[src/rtl/sar_pkg.sv]
package sar_pkg;
  localparam int RES_W   = 10;
  localparam int PS_W    = 7;
  localparam int PSEL_W  = 3;
  localparam int SEL_W   = 3;
  localparam int N_NORM  = 13;
  localparam int N_FIRST = 25;
  localparam int S_NORM  = 1;
  localparam int S_FIRST = 14;
endpackage

[src/rtl/sar_prescaler.sv]
module sar_prescaler #(
  parameter int PS_W   = sar_pkg::PS_W,
  parameter int PSEL_W = sar_pkg::PSEL_W
) (
  input  logic              clk_i,
  input  logic              rst_ni,
  input  logic              en_i,
  input  logic [PSEL_W-1:0] psel_i,
  output logic              tick_o,
  output logic              half_o
);
  logic [PS_W-1:0]   cnt_q;
  logic [PS_W-1:0]   mask;
  logic [PSEL_W-1:0] dlog;

  always_ff @(posedge clk_i or negedge rst_ni) begin
    if (!rst_ni)    cnt_q <= '0;
    else if (!en_i) cnt_q <= '0;
    else            cnt_q <= cnt_q + PS_W'(1);
  end

  always_comb begin
    dlog   = (psel_i == '0) ? PSEL_W'(1) : psel_i;
    mask   = (PS_W'(1) << dlog) - PS_W'(1);
    tick_o = en_i && ((cnt_q & mask) == mask);
    half_o = en_i && ((cnt_q & mask) == (mask >> 1));
  end

  AST_TICK_SPACED: assert property (@(posedge clk_i) disable iff (!rst_ni)
    tick_o |=> !tick_o);
endmodule

[src/rtl/sar_ctrl.sv]
module sar_ctrl #(
  parameter int RES_W   = sar_pkg::RES_W,
  parameter int N_NORM  = sar_pkg::N_NORM,
  parameter int N_FIRST = sar_pkg::N_FIRST,
  parameter int S_NORM  = sar_pkg::S_NORM,
  parameter int S_FIRST = sar_pkg::S_FIRST
) (
  input  logic             clk_i,
  input  logic             rst_ni,
  input  logic             en_i,
  input  logic             start_i,
  input  logic             tick_i,
  input  logic             half_i,
  input  logic             cmp_i,
  output logic             busy_o,
  output logic             sample_o,
  output logic [RES_W-1:0] dac_o,
  output logic [RES_W-1:0] result_o,
  output logic             done_o
);
  localparam int CC_W = $clog2(N_FIRST + 1);
  localparam logic [RES_W-1:0] MSB_TRIAL = RES_W'(1) << (RES_W - 1);

  logic             pend_q, run_q, first_q, done_q, samp_q;
  logic [CC_W-1:0]  cc_q;
  logic [RES_W-1:0] code_q, trial_q, res_q;
  logic [CC_W-1:0]  n_last, s_idx, dec_lo;

  always_comb begin
    n_last = first_q ? CC_W'(N_FIRST - 1) : CC_W'(N_NORM - 1);
    s_idx  = first_q ? CC_W'(S_FIRST) : CC_W'(S_NORM);
    dec_lo = n_last - CC_W'(RES_W - 1);
  end

  always_ff @(posedge clk_i or negedge rst_ni) begin
    if (!rst_ni) begin
      pend_q <= 1'b0; run_q <= 1'b0; first_q <= 1'b1;
      done_q <= 1'b0; samp_q <= 1'b0; cc_q <= '0;
      code_q <= '0; trial_q <= '0; res_q <= '0;
    end else begin
      done_q <= 1'b0;
      samp_q <= 1'b0;
      if (!en_i) begin
        pend_q  <= 1'b0;
        run_q   <= 1'b0;
        first_q <= 1'b1;
        code_q  <= '0;
        trial_q <= '0;
      end else begin
        if (start_i && !pend_q && !run_q) pend_q <= 1'b1;
        if (pend_q && tick_i) begin
          pend_q  <= 1'b0;
          run_q   <= 1'b1;
          cc_q    <= '0;
          code_q  <= '0;
          trial_q <= MSB_TRIAL;
        end
        if (run_q) begin
          if (cc_q == s_idx && half_i) samp_q <= 1'b1;
          if (tick_i) begin
            cc_q <= cc_q + CC_W'(1);
            if (cc_q >= dec_lo) begin
              if (cmp_i) code_q <= code_q | trial_q;
              trial_q <= trial_q >> 1;
            end
            if (cc_q == n_last) begin
              run_q   <= 1'b0;
              done_q  <= 1'b1;
              first_q <= 1'b0;
              res_q   <= cmp_i ? (code_q | trial_q) : code_q;
              code_q  <= '0;
              trial_q <= '0;
            end
          end
        end
      end
    end
  end

  assign busy_o   = pend_q | run_q;
  assign sample_o = samp_q;
  assign dac_o    = code_q | trial_q;
  assign result_o = res_q;
  assign done_o   = done_q;

  AST_DONE_PULSE: assert property (@(posedge clk_i) disable iff (!rst_ni)
    done_o |=> !done_o);
  AST_DONE_IDLE: assert property (@(posedge clk_i) disable iff (!rst_ni)
    done_o |-> !busy_o);
  AST_OFF_IDLE: assert property (@(posedge clk_i) disable iff (!rst_ni)
    !en_i |=> (!busy_o && !done_o));
  AST_TRIAL_ONEHOT: assert property (@(posedge clk_i) disable iff (!rst_ni)
    $onehot0(trial_q));
  AST_SAMPLE_BUSY: assert property (@(posedge clk_i) disable iff (!rst_ni)
    sample_o |-> busy_o);
endmodule

[src/rtl/sar_sel_hold.sv]
module sar_sel_hold #(
  parameter int SEL_W = sar_pkg::SEL_W
) (
  input  logic             clk_i,
  input  logic             rst_ni,
  input  logic             en_i,
  input  logic             busy_i,
  input  logic [SEL_W-1:0] sel_i,
  output logic [SEL_W-1:0] sel_o
);
  logic [SEL_W-1:0] sel_q;

  always_ff @(posedge clk_i or negedge rst_ni) begin
    if (!rst_ni)                sel_q <= '0;
    else if (en_i && !busy_i)   sel_q <= sel_i;
  end

  assign sel_o = sel_q;

  AST_SEL_HOLD: assert property (@(posedge clk_i) disable iff (!rst_ni)
    $past(busy_i) |-> $stable(sel_o));
endmodule

[src/rtl/sar_seq.sv]
module sar_seq
  import sar_pkg::*;
(
  input  logic              clk_i,
  input  logic              rst_ni,
  input  logic              en_i,
  input  logic              start_i,
  input  logic [PSEL_W-1:0] psel_i,
  input  logic [SEL_W-1:0]  sel_i,
  input  logic              cmp_i,
  output logic              busy_o,
  output logic              sample_o,
  output logic [RES_W-1:0]  dac_o,
  output logic [RES_W-1:0]  result_o,
  output logic              done_o,
  output logic [SEL_W-1:0]  sel_o
);
  logic tick, half;

  sar_prescaler #(.PS_W(PS_W), .PSEL_W(PSEL_W)) u_ps (
    .clk_i, .rst_ni, .en_i, .psel_i, .tick_o(tick), .half_o(half)
  );

  sar_ctrl #(
    .RES_W(RES_W), .N_NORM(N_NORM), .N_FIRST(N_FIRST),
    .S_NORM(S_NORM), .S_FIRST(S_FIRST)
  ) u_ctrl (
    .clk_i, .rst_ni, .en_i, .start_i, .tick_i(tick), .half_i(half), .cmp_i,
    .busy_o, .sample_o, .dac_o, .result_o, .done_o
  );

  sar_sel_hold #(.SEL_W(SEL_W)) u_sel (
    .clk_i, .rst_ni, .en_i, .busy_i(busy_o), .sel_i, .sel_o
  );
endmodule

[config.mk]
export PLATFORM = sky130hd
export DESIGN_NAME = sar_seq
export DESIGN_NICKNAME = d
export VERILOG_FILES = /design/src/rtl/sar_pkg.sv /design/src/rtl/sar_prescaler.sv /design/src/rtl/sar_ctrl.sv /design/src/rtl/sar_sel_hold.sv /design/src/rtl/sar_seq.sv
export SDC_FILE = /design/constraint.sdc
export NUM_CORES = 1
export LEC_CHECK = 0
export ABC_CLOCK_PERIOD_IN_PS = 2200
export BUFFER_PORTS_ARGS = -buffer_cell sky130_fd_sc_hd__clkbuf_2
export CAP_MARGIN = 5
export CORE_MARGIN = 2
export CORE_UTILIZATION = 57
export CTS_CLUSTER_DIAMETER = 120
export DETAILED_ROUTE_END_ITERATION = 10
export HOLD_SLACK_MARGIN = 0.12
export PLACE_DENSITY = 0.8
export SLEW_MARGIN = 20
export SYNTH_ARGS = -nofsm -noshare
export SYNTH_HDL_FRONTEND = slang
export SYNTH_HIERARCHICAL = 1
export SYNTH_SLANG_ARGS = --single-unit
[constraint.sdc]
create_clock -name clk_i -period 2.2 [get_ports clk_i]
set_clock_uncertainty 0.2 [all_clocks]
set_input_delay 0 -clock clk_i [delete_from_list [all_inputs] [get_ports clk_i]]
set_output_delay 0 -clock clk_i [all_outputs]
set_load 0.02 [all_outputs]
==> flow_metrics.tcl, run 1 <==
set metrics [dict create \
    clock-sinks 50 \
    holdCritPathClass "in2reg" \
    synth.avg_cell_area_sq_um 10.0 \
    fmax_mhz 455 \
    start_kind "flip-flop" \
    cts_buffers 5 \
    grt_pass1_wl_mm 9.63 \
    yosys-top-cells-area "dfrtp_1 48%, a21oi_1 4.9%, nor2_1 3.7%" \
    grt_pass1_vias 2061 \
    worst_slew_pin_slew_ns 0.968 \
    synth_edf_count 0 \
    cts-root-buf "clkbuf_8" \
    core-area_sq_um 4350 \
    synth_nets 272 \
    num_io_pins 37 \
    rr_startpoint "u_ctrl/first_q$_DFFE_PN1P_" \
    whs_path_depth 6 \
    worstHoldStart "psel_i[2]" \
    hold_end "u_ctrl/trial_q[9]$_DFF_PN0_" \
    synth-main-ff-cell "dfrtp_1" \
    critPathMaxFanout 5 \
    die_w_um 71.0 \
    worstPathArrival_ns 2.19 \
    antenna_cells 0 \
    hold_violations 0 \
    worst_r2r_endpoint "u_ctrl/run_q$_DFF_PN0_" \
    dieArea_sq_um 5040 \
    max_slew_margin 0.352 \
    powerDensity_nw_per_um2 511 \
    tritoncts "yes" \
    fin_util 0.751 \
    required_ns 2.20 \
    drt_wl_total_mm 6.36 \
    grt_antenna_before_repair 0 \
    fillers 299 \
    ys_seq_elements 50 \
    clk_path_buf_depth 2 \
    io_buffers 36 \
    critPathSlowestCell "dfstp_2" \
    routabilityCongestion 0.859 \
    r2r_slack_ns 0.003 \
    cp-end-kind "flip-flop" \
    status "finished, final reports clean" \
    initialDrtViolationCount 154 \
    detail-route-antenna-nets 0 \
    async_flop_share 1.00 \
    clkLatencyLatePin_ns 0.31 \
    reg2reg_depth 7 \
    areaGrowthSynthToFinish_pct 27.8 \
    leakage_nw 1.55 \
    grtUsageTotal 0.243 \
    slew_violations 0 \
    path_cells "inv_1 -> ha_4 -> nand3b_1 -> or2_4 -> o21ai_4 -> buf_4 -> nor2_1" \
    ys_types 48 \
    drive_above_1_share 0.326 \
    drt_first_pass_iters 4 \
    setup_viol 0 \
    place_area_sq_um 2920 \
    rsz0062_at_grt "true" \
    clk_pin_slew_ns 0.09 \
    row_count 24 \
    fin_area_sq_um 3270 \
    seq_area_frac_synth 0.489 \
    syn_area_sq_um 2560 \
    die_h_um 71.0 \
    route.vias.total 2268 \
    gr-total-overflow 0 \
    grt_max_degree 28 \
    ys_warn_count 6 \
    route.detailed.drc 0 \
    viasPerCell 6.02 \
    avgRoutedWirePerCell_um 16.9 \
    critPathMaxStageDelay_ns 0.55 \
    synth.largest_area_cell "dfrtp_1" \
    final_nets 341 \
    ir_worst_vdd_mv 0.341 \
    cap_viol_max_count 0 \
    finalCritPeriodShare 0.998 \
    dp_hpwl_mm 3.71 \
    min_period_ns 2.20 \
    cts-htree-levels 2 \
    critPathKind "reg2reg" \
    initial_core_util 0.588 \
    yosys.area.top_type_share 0.479 \
    synth_cells 255 \
]
-- flip-flops by register name, indices dropped and copies added, names as in the netlist --
register and count:
u_ctrl/pend_q 1, u_ctrl/done_o 1, u_ctrl/result_o 10, u_ctrl/sample_o 1, u_ctrl/cc_q 5, u_ctrl/code_q 10, u_ctrl/trial_q 10, u_ctrl/first_q 1
u_ctrl/run_q 1, u_ps/cnt_q 7, u_sel/sel_o 3
-- worst max-delay path, delay by kind of cell (launching register included) --
family                   cells  cell delay, ns
AO/OA/AOI/OAI                1            0.17
adder cells (fa/ha/maj)      1            0.28
buffers and inverters        2            0.29
flip-flops                   1            0.55
AND/OR/NAND/NOR              3            0.60
-- how the worst max path moves through the flow --
stage | from | endpoint | slack [ns] | cells after the start
finish | u_ctrl/first_q$_DFFE_PN1P_ | u_ctrl/run_q$_DFF_PN0_ | 0.003 | 7
global route | u_ctrl/first_q$_DFFE_PN1P_ | u_ctrl/run_q$_DFF_PN0_ | -0.07 | 7
CTS | u_ctrl/first_q$_DFFE_PN1P_ | u_ctrl/run_q$_DFF_PN0_ | 0.009 | 7
detailed placement | psel_i[1] | u_ctrl/trial_q[4]$_DFF_PN0_ | -0.03 | 10
global placement | u_ctrl/first_q$_DFFE_PN1P_ | u_ctrl/trial_q[9]$_DFF_PN0_ | 0.01 | 7
floorplan | u_ctrl/first_q$_DFFE_PN1P_ | u_ctrl/code_q[0]$_DFF_PN0_ | 0.16 | 7
-- cell type report --
cell class,instances,area [sq um],share of cell area
multi-input combinational,188,1290,0.394
sequential,50,1250,0.383
timing repair buffer,75,561,0.171
clock buffer,5,68.8,0.0210
tap,52,65.1,0.0199
clock inverter,3,21.3,0.00650
inverter,4,15.0,0.00459
-- through the flow --
stage          worst slack [ns]  hold slack (ns)  power [mW]  TNS [ns]  cells
2_1_floorplan             0.158           -0.496        1.05         0    255
5_1_grt                 -0.0741            0.182        1.74    -0.830    377
4_1_cts                 0.00859            0.151        1.67         0    370
3_5_place_dp            -0.0331           -0.163        1.13    -0.188    351
6_report                0.00332            0.156        1.67         0    377
3_3_place_gp             0.0130           -0.167        1.13         0    351
-- metal layers --
metal  track usage  part of all wire  routed length, um  vias up
met3        0.0470             0.055                352       16
met4        0.0922             0.021                131        0
li1              -                 -                  -     1054
met1         0.333              0.42               2680     1110
met5             0                 0                  0        -
met2         0.386              0.50               3190       88
-- layout by cell type (no fill, tap or decap), types with 3 or more instances in the layout --
cell / synthesis / final
a21oi_1: 25 / 25
a22oi_1: 8 / 8
a32oi_1: 10 / 9
and2_1: 7 / 7
buf_4: 1 / 24
clkbuf_2: 1 / 36
clkbuf_8: 0 / 5
dfrtp_1: 49 / 49
dlygate4sd3_1: 0 / 11
ha_1: 6 / 4
inv_1: 4 / 4
mux2_4: 4 / 4
nand2_1: 9 / 9
nand3_1: 10 / 9
nand4_1: 4 / 4
nor2_1: 25 / 25
nor2b_1: 11 / 11
nor3_1: 11 / 11
o21ai_0: 6 / 6
or2_2: 12 / 12
xnor2_1: 8 / 8
xor2_1: 3 / 3
-- where the power goes --
group          internal [mW]  total, mW  switching, mW  leakage [nW]
registers              0.933      0.949         0.0152         0.684
clock network          0.224      0.534          0.311        0.0441
logic                 0.0858      0.188          0.102         0.826
total                   1.24       1.67          0.428          1.55
-- cells by family after synthesis --
group	after synthesis	synth area share
AOI/OAI and AO/OA	65	0.173
xor gates and xnor gates	11	0.0376
adders and majority gates	6	0.0293
buffers and inverters	17	0.0308
DFF	50	0.489
muxes	4	0.0235
other	1	0.00146
and+or+nand+nor	101	0.216
-- synth_stat cells (3+ instances only) --
cell	count
a22oi_1	8
nand3_1	10
buf_2	8
clkbuf_1	3
inv_1	4
a21oi_1	25
nor2_1	25
nand4_1	4
and2_1	7
or2_2	12
nand2_1	9
nor3_1	11
o21ai_0	6
mux2_4	4
dfrtp_1	49
xor2_1	3
nor2b_1	11
ha_1	6
a32oi_1	10
xnor2_1	8
-- what timing repair did --
item                                    4_1_cts  5_1_grt
hold buffers                                 11        0
endpoints found under the setup margin        0       35
gates resized for setup                       0        8
hold endpoints to repair                     88        0
setup buffers                                 0        5
No activity file was read; power rests on OpenSTA's default activity.
==> run 2: changes to the inputs <==
Settings changed: SETUP_SLACK_MARGIN set to 0.4.
==> run 2 against run 1 <==
The run now ends with setup timing left. Core utilization up 15 points. Register-to-register slack got worse by 0.19 ns. Clock-buffer cell count did not move. Fmax decreased by 7.9%. Critical path type unchanged.
==> flow_metrics.tcl, run 2 (synthesis gave the netlist of run 1 again) <==
set metrics [dict create \
    initial_core_util 0.588 \
    grt_antenna_before_repair 1 \
    grtUsageTotal 0.347 \
    required_ns 2.19 \
    status "complete, but fails checks" \
    wl_met1_mm 3.83 \
    start_kind "flip-flop" \
    grt_pass1_wl_mm 13.5 \
    r2r_slack_ns -0.19 \
    ir_worst_vdd_mv 0.429 \
    reg2reg_depth 12 \
    cp-end-kind "flip-flop" \
    switching_share 0.254 \
    routabilityCongestion 0.885 \
    clkLatencyLatePin_ns 0.31 \
    worst_slack_ns -0.186 \
    setup-tns-final_ns -3.11 \
    critPathMaxFanout 5 \
    clk_path_buf_depth 2 \
    dr_wl_met2_mm 5.17 \
    wl_met3_mm 1.20 \
    finalCritPeriodShare 1.08 \
    antenna_cells 0 \
    cts-htree-levels 2 \
    clock-sinks 50 \
    slew_violations 0 \
    dp_slack_ns -0.0922 \
    finalPower_mw 1.83 \
    leakage_nw 1.78 \
    dieArea_sq_um 5040 \
    drive_above_1_share 0.513 \
    avgRoutedWirePerCell_um 27.4 \
    holdCritPathClass "in2async" \
    core-area_sq_um 4350 \
    violations "setup timing" \
    drt_first_pass_iters 5 \
    tritoncts "yes" \
    powerDensity_nw_per_um2 466 \
    worst_r2r_endpoint "u_ctrl/result_o[5]$_DFFE_PN0P_" \
    worstPathArrival_ns 2.37 \
    die_w_um 71.0 \
    detail-route-antenna-nets 0 \
    gr-total-overflow 0 \
    route.vias.total 2841 \
    row_count 24 \
    route.detailed.drc 0 \
    grt_max_degree 51 \
    rsz0062_at_grt "true" \
    drt_wl_total_mm 10.9 \
    rr_startpoint "u_ps/cnt_q[6]$_DFF_PN0_" \
    top_layer_used "met5" \
    dp_hpwl_mm 3.75 \
    hold_violations 0 \
    initialDrtViolationCount 515 \
    mostFrequentLayoutCell "dfrtp_1" \
    worst_slew_pin_slew_ns 0.652 \
    grt_pass1_vias 2508 \
    setup_viol 33 \
    cap_viol_max_count 0 \
    areaGrowthSynthToFinish_pct 53.4 \
    clkPwrFrac 0.360 \
    max_slew_margin 0.565 \
    min_period_ns 2.39 \
    fillers 153 \
    fin_util 0.902 \
    die_h_um 71.0 \
    clk_pin_slew_ns 0.10 \
    p_int_mw 1.37 \
    io_buffers 36 \
    cts-root-buf "clkbuf_8" \
    final_nets 362 \
    fmax_mhz 419 \
    pwr-share-seq 0.519 \
    layout_common_cells "48 x dfrtp_1, 36 x clkbuf_2, 23 x buf_4, 23 x nor2_1, 15 x a21oi_1" \
    viasPerCell 7.16 \
    comb_power_share 0.122 \
    critPathKind "reg2reg" \
    cts_buffers 5 \
    switching_power_uw 466 \
    num_io_pins 37 \
]
run 2: timing repair:
| action | CTS | global route |
|---|---|---|
| pin swaps | 25 | 16 |
| hold endpoints to repair | 88 | 0 |
| resized for setup | 36 | 52 |
| endpoints found under the setup margin | 38 | 42 |
| setup buffers | 16 | 11 |
| hold buffers | 9 | 0 |
| cloned | 7 | 0 |
run 2: layer usage:
layer  global-route usage  vias to the layer above
li1                     -                     1094
met1                0.456                     1367
met2                0.577                      290
met3               0.0741                       88
met4                0.111                        2
met5                    0                        -
run 2: through the flow:
step / hold WS (ns) / instance area, sq um / std cells
2_1_floorplan: -0.496 / 2680 / 255
3_3_place_gp: -0.0562 / 2980 / 347
3_5_place_dp: -0.0528 / 2980 / 347
4_1_cts: 0.132 / 3610 / 386
5_1_grt: 0.189 / 3930 / 397
6_report: 0.135 / 3930 / 397
run 2: cell type report:
class                           instances  area, sq um  share of cell area
Multi-Input combinational cell        189         1580               0.403
Tap cell                               52         65.1              0.0166
Clock inverter                          2         38.8             0.00988
Sequential cell                        50         1250               0.319
Clock buffer                            5         68.8              0.0175
Timing Repair Buffer                   95          901               0.229
Inverter                                4         17.5             0.00446
run 2: worst max-delay path by stage:
| stage | start | to | slack (ns) | depth (start not counted) |
|---|---|---|---|---|
| detailed placement | psel_i[1] | u_ctrl/trial_q[3]$_DFF_PN0_ | -0.09 | 12 |
| global route | u_ps/cnt_q[4]$_DFF_PN0_ | u_ctrl/code_q[6]$_DFF_PN0_ | -0.25 | 10 |
| finish | u_ps/cnt_q[6]$_DFF_PN0_ | u_ctrl/result_o[5]$_DFFE_PN0P_ | -0.19 | 12 |
| global placement | psel_i[1] | u_ctrl/trial_q[5]$_DFF_PN0_ | 0.006 | 11 |
| CTS | u_ctrl/first_q$_DFFE_PN1P_ | u_ctrl/code_q[0]$_DFF_PN0_ | 0.07 | 8 |
| floorplan | u_ctrl/first_q$_DFFE_PN1P_ | u_ctrl/code_q[0]$_DFF_PN0_ | 0.28 | 7 |
run 2: critical path: stages, from the launching register on:
cell	delay (ns)
dfrtp_1	0.41
o21ai_2	0.08
a21o_1	0.18
a211oi_2	0.23
buf_6	0.18
buf_12	0.11
nand3_4	0.09
nor3_4	0.23
buf_4	0.16
buf_6	0.11
buf_12	0.10
buf_16	0.10
a21oi_2	0.06
run 2: power groups by stage:
stage	logic [mW]	registers, mW	clock network [mW]
5_1_grt	0.234	0.953	0.682
3_3_place_gp	0.162	0.964	0
6_report	0.223	0.950	0.659
3_5_place_dp	0.167	0.964	0
2_1_floorplan	0.0874	0.975	0
4_1_cts	0.190	0.947	0.650
